## src/rtl/mtimer_pkg.sv

```systemverilog
package mtimer_pkg;
  localparam logic [1:0] ADDR_CTRL = 2'd0;
  localparam logic [1:0] ADDR_CNT  = 2'd1;
  localparam logic [1:0] ADDR_FLAG = 2'd2;

  typedef struct packed {
    logic       clearCnt;
    logic       started;
    logic       running;
    logic       extMode;
    logic       fallEdge;
    logic [2:0] clkSel;
  } tmrCtl_t;
endpackage

```

## src/rtl/mtimer_ctrl.sv

```systemverilog
module mtimer_ctrl
  import mtimer_pkg::*;
#(
  parameter int DATA_W = 8
) (
  input  logic              clk,
  input  logic              rstN,
  input  logic              busSel,
  input  logic              busWr,
  input  logic [1:0]        busAddr,
  input  logic [DATA_W-1:0] busWdata,
  output logic [DATA_W-1:0] busRdata,
  input  logic [DATA_W-1:0] countVal,
  input  logic              matchPulse,
  output tmrCtl_t           ctl,
  output logic [DATA_W-1:0] cmpVal,
  output logic              irqFlag
);
  logic [DATA_W-1:0] ctrlQ;
  logic [DATA_W-1:0] cmpQ;
  logic              flagQ;
  logic              wrCtrl, wrCmp, wrFlag;

  assign wrCtrl = busSel && busWr && (busAddr == ADDR_CTRL);
  assign wrCmp  = busSel && busWr && (busAddr == ADDR_CNT);
  assign wrFlag = busSel && busWr && (busAddr == ADDR_FLAG);

  always_ff @(posedge clk or negedge rstN) begin
    if (!rstN) begin
      ctrlQ <= '0;
      cmpQ  <= '1;
      flagQ <= 1'b0;
    end else begin
      if (wrCtrl) ctrlQ <= busWdata;
      if (wrCmp)  cmpQ  <= busWdata;
      if (matchPulse)                flagQ <= 1'b1;
      else if (wrFlag && busWdata[0]) flagQ <= 1'b0;
    end
  end

  always_comb begin
    ctl.clearCnt = wrCtrl && busWdata[0] && !ctrlQ[0];
    ctl.started  = ctrlQ[0];
    ctl.running  = ctrlQ[1];
    ctl.clkSel   = ctrlQ[4:2];
    ctl.extMode  = ctrlQ[5];
    ctl.fallEdge = ctrlQ[6];
  end

  always_comb begin
    unique case (busAddr)
      ADDR_CTRL: busRdata = ctrlQ;
      ADDR_CNT:  busRdata = countVal;
      ADDR_FLAG: busRdata = {{(DATA_W-1){1'b0}}, flagQ};
      default:   busRdata = '0;
    endcase
  end

  assign cmpVal  = cmpQ;
  assign irqFlag = flagQ;
endmodule

```

## src/rtl/mtimer_dp.sv

```systemverilog
module mtimer_dp
  import mtimer_pkg::*;
#(
  parameter int DATA_W   = 8,
  parameter int DIV_W    = 11,
  parameter bit WIDE_SEL = 1'b1,
  parameter int SYNC_N   = 2
) (
  input  logic              clk,
  input  logic              rstN,
  input  tmrCtl_t           ctl,
  input  logic [DATA_W-1:0] cmpVal,
  input  logic              extPin,
  output logic [DATA_W-1:0] countVal,
  output logic              tickEn,
  output logic              matchPulse
);
  logic [DIV_W-1:0]  divQ;
  logic [DIV_W-1:0]  ratioMask;
  logic              divTick;
  logic [SYNC_N-1:0] syncQ;
  logic              prevQ;
  logic              extTick;
  logic [DATA_W-1:0] cntQ;

  // Divide-ratio decode, variant picked by parameter
  generate
    if (WIDE_SEL) begin : g_wideSel
      always_comb begin
        unique case (ctl.clkSel)
          3'd0:    ratioMask = DIV_W'(1);
          3'd1:    ratioMask = DIV_W'(3);
          3'd2:    ratioMask = DIV_W'(7);
          3'd3:    ratioMask = DIV_W'(31);
          3'd4:    ratioMask = DIV_W'(127);
          3'd5:    ratioMask = DIV_W'(511);
          default: ratioMask = DIV_W'(2047);
        endcase
      end
    end else begin : g_narrowSel
      always_comb begin
        unique case (ctl.clkSel)
          3'd0:    ratioMask = DIV_W'(0);
          3'd1:    ratioMask = DIV_W'(1);
          default: ratioMask = DIV_W'(7);
        endcase
      end
    end
  endgenerate

  always_ff @(posedge clk or negedge rstN) begin
    if (!rstN)                            divQ <= '0;
    else if (ctl.clearCnt || !ctl.started) divQ <= '0;
    else if (ctl.running)                 divQ <= divQ + 1'b1;
  end

  assign divTick = ((divQ & ratioMask) == ratioMask);

  // Pin synchroniser and edge detector
  always_ff @(posedge clk or negedge rstN) begin
    if (!rstN) begin
      syncQ <= '0;
      prevQ <= 1'b0;
    end else begin
      syncQ <= {syncQ[SYNC_N-2:0], extPin};
      prevQ <= syncQ[SYNC_N-1];
    end
  end

  assign extTick = ctl.fallEdge ? (prevQ && !syncQ[SYNC_N-1])
                                : (!prevQ && syncQ[SYNC_N-1]);

  assign tickEn = ctl.started && ctl.running && !ctl.clearCnt &&
                  (ctl.extMode ? extTick : divTick);
  assign matchPulse = tickEn && (cntQ == cmpVal);

  always_ff @(posedge clk or negedge rstN) begin
    if (!rstN)             cntQ <= '0;
    else if (ctl.clearCnt) cntQ <= '0;
    else if (matchPulse)   cntQ <= '0;
    else if (tickEn)       cntQ <= cntQ + 1'b1;
  end

  assign countVal = cntQ;
endmodule

```

## src/rtl/match_timer8.sv

```systemverilog
module match_timer8
  import mtimer_pkg::*;
#(
  parameter int DATA_W   = 8,
  parameter int DIV_W    = 11,
  parameter bit WIDE_SEL = 1'b1
) (
  input  logic              clk,
  input  logic              rstN,
  input  logic              busSel,
  input  logic              busWr,
  input  logic [1:0]        busAddr,
  input  logic [DATA_W-1:0] busWdata,
  output logic [DATA_W-1:0] busRdata,
  input  logic              extPin,
  output logic              irqFlag
);
  tmrCtl_t           ctlS;
  logic [DATA_W-1:0] countVal;
  logic [DATA_W-1:0] cmpVal;
  logic              tickEn;
  logic              matchPulse;

  mtimer_ctrl #(.DATA_W(DATA_W)) u_ctrl (
    .clk(clk), .rstN(rstN), .busSel(busSel), .busWr(busWr),
    .busAddr(busAddr), .busWdata(busWdata), .busRdata(busRdata),
    .countVal(countVal), .matchPulse(matchPulse), .ctl(ctlS),
    .cmpVal(cmpVal), .irqFlag(irqFlag)
  );

  mtimer_dp #(.DATA_W(DATA_W), .DIV_W(DIV_W), .WIDE_SEL(WIDE_SEL)) u_dp (
    .clk(clk), .rstN(rstN), .ctl(ctlS), .cmpVal(cmpVal), .extPin(extPin),
    .countVal(countVal), .tickEn(tickEn), .matchPulse(matchPulse)
  );
endmodule

```

## config.mk

```make
export PLATFORM = sky130hd
export DESIGN_NAME = match_timer8
export DESIGN_NICKNAME = d
export VERILOG_FILES = /design/src/rtl/mtimer_pkg.sv /design/src/rtl/mtimer_ctrl.sv /design/src/rtl/mtimer_dp.sv /design/src/rtl/match_timer8.sv
export SDC_FILE = /design/constraint.sdc
export NUM_CORES = 1
export LEC_CHECK = 0
export ABC_AREA = 1
export BUFFER_PORTS_ARGS = -buffer_cell sky130_fd_sc_hd__buf_2
export CAP_MARGIN = 25
export CORE_MARGIN = 2
export CORE_UTILIZATION = 52
export DETAILED_ROUTE_END_ITERATION = 10
export PLACE_DENSITY = 0.75
export SYNTH_ARGS = -nofsm -noshare
export SYNTH_HDL_FRONTEND = slang
export SYNTH_HIERARCHICAL = 1
export SYNTH_SLANG_ARGS = --single-unit
```

## constraint.sdc

```tcl
create_clock -name clk -period 3.9 [get_ports clk]
set_clock_uncertainty 0.2 [all_clocks]
set_input_delay 0.78 -clock clk [delete_from_list [all_inputs] [get_ports clk]]
set_output_delay 0.78 -clock clk [all_outputs]
set_load 0.005 [all_outputs]
```

==> reports/results.ini <==
[floorplanning]
die_height_um = 70.2
die-area_mm2 = 0.00493
core_mm2 = 0.00429
initial_core_util = 0.531
fp.dieW_um = 70.2
row_count = 24
io_pins = 24

[critical_path]
critPathRequiredTime_ns = 3.88
ff2ff_path_depth = 10
end_kind = register
critical_path.max_fanout = 16
path_class = in -> reg
reg2reg_slack_ns = 1.75
crit_path_end = u_ctrl/irqFlag
r2r-start = u_ctrl/ctrlQ[0]
arrival_ns = 2.77
r2r_end = u_ctrl/irqFlag
cp-startpoint = busAddr[1]
crit_path_start_kind = primary input

[status]
status = completed

[cts]
ctsHtreeMaxLevel = 2
cts_tree = done
cts_sinks = 39
ctsResizeCount = 0
clkLatencyLatePin_ns = 0.29
hold_buffers = 0
clockRootBuffer = clkbuf_8
numCtsBuffers = 5
clk_pin_slew_ns = 0.07
cts_buffer_depth = 2
cts_setup_buffers = 0

[global_routing]
grt_pass1_wl_um = 8400
grt_overflow_total = 0
grt_use_total = 0.215
grt_start_max_net_pins = 40
grt_pass1_vias = 1921
grt_antenna_before_repair = 0

[layout]
final_cell_mix = nand2_1, inv_1, dfrtp_1
final_core_util = 0.583
final_common_cell = nand2_1
n_fill_cell = 390
num_antenna_cells = 0
nNetsFinal = 350
syn2layout_area_growth_pct = 9.71
drive_gt1_frac = 0.186

[synth]
syn-cell-area_mm2 = 0.00228
avgSynthCellArea_um2 = 7.31
synthCells = 312
syn_nets = 329
yosys_warnings = 6

[routing]
wl_per_cell_um = 12.5
drt_first_pass_iters = 4
viasPerCell = 5.10
vias = 1963
drc = 0
wl_um = 4830
drtIter0Drc = 121
ant_nets = 0

[timing]
fin_crit_sh = 0.717
layout_min_cycle_time_ns = 2.80
max_clock_freq_mhz = 358
tns_ns = 0
final-setup-viol-count = 0
rsz0062_at_grt = false
hold_viol_final = 0
timing.final.max_slew_violations = 0
tightest_slew_ns = 0.858
slew_headroom = 0.428

[place]
port_buffers = 23
globalplace.congestion = 0.860
dp_hpwl_um = 3610

[pwr]
p_leak_uw = 0.00137
max-vdd-ir-drop_uv = 269
p_per_area_mw_per_mm2 = 431

[flow_run]
maxCapViolCount = 0

[worst_hold_path]
hp-class = reg -> reg

-- through the flow --
step                      cells  hold slack [ns]  area (um^2)  total power [uW]  setup WS, ns
after floorplan             312            0.131         2280               699          1.39
after global placement      378            0.132         2400               754         0.902
after detailed placement    378            0.136         2400               759         0.824
after CTS                   385            0.153         2500              1090          1.14
after global routing        385            0.158         2500              1140         0.879
final                       385            0.150         2500              1080          1.10
-- registers in the layout, summed over array words and instances (netlist names) --
register	count
u_dp/syncQ	2
u_dp/countVal	8
u_dp/prevQ	1
u_ctrl/cmpVal	8
u_ctrl/ctrlQ	8
u_ctrl/irqFlag	1
u_dp/divQ	11
-- worst min-delay path by stage --
| stage | cells past startpoint | to | start | slack, ns |
|---|---|---|---|---|
| after floorplan | 0 | u_dp/syncQ[1] | u_dp/syncQ[0] | 0.13 |
| after global placement | 0 | u_dp/syncQ[1] | u_dp/syncQ[0] | 0.13 |
| after detailed placement | 0 | u_dp/syncQ[1] | u_dp/syncQ[0] | 0.14 |
| after CTS | 0 | u_dp/syncQ[1] | u_dp/syncQ[0] | 0.15 |
| after global routing | 0 | u_dp/syncQ[1] | u_dp/syncQ[0] | 0.16 |
| final | 0 | u_dp/syncQ[1] | u_dp/syncQ[0] | 0.15 |
-- layer usage --
metal / up-vias / track usage / wire length [um]
met5: - / 0 / 0
met3: 7 / 0.0505 / 287
li1: 1009 / - / -
met4: 0 / 0.0662 / 70
met1: 892 / 0.297 / 2320
met2: 55 / 0.336 / 2150
-- power breakdown --
part | total, uW | internal [uW] | switching (uW)
Sequential | 532 | 467 | 64.9
Clock | 326 | 187 | 139
Combinational | 222 | 83.9 | 138
-- layout make-up --
cell class                      count  area [um^2]  area share
Sequential cell                    39          986       0.394
Multi-Input combinational cell    221         1070       0.427
Clock inverter                      2         37.5      0.0150
Clock buffer                        5         68.8      0.0275
Inverter                           43          161      0.0645
Tap cell                           52         65.1      0.0260
Timing Repair Buffer               23          115      0.0460
-- critical path: stages --
cell and delay (ns):
buf_2 0.15, nor2_4 0.30, nand2_2 0.19, nor3_1 0.44, inv_2 0.20, nand2_4 0.18
nor2_4 0.05, o21ai_1 0.09, inv_2 0.11, nand2_4 0.14, nor3_2 0.05, inv_1 0.05
nand2_1 0.04
No activity file was read; power rests on OpenSTA's default activity.
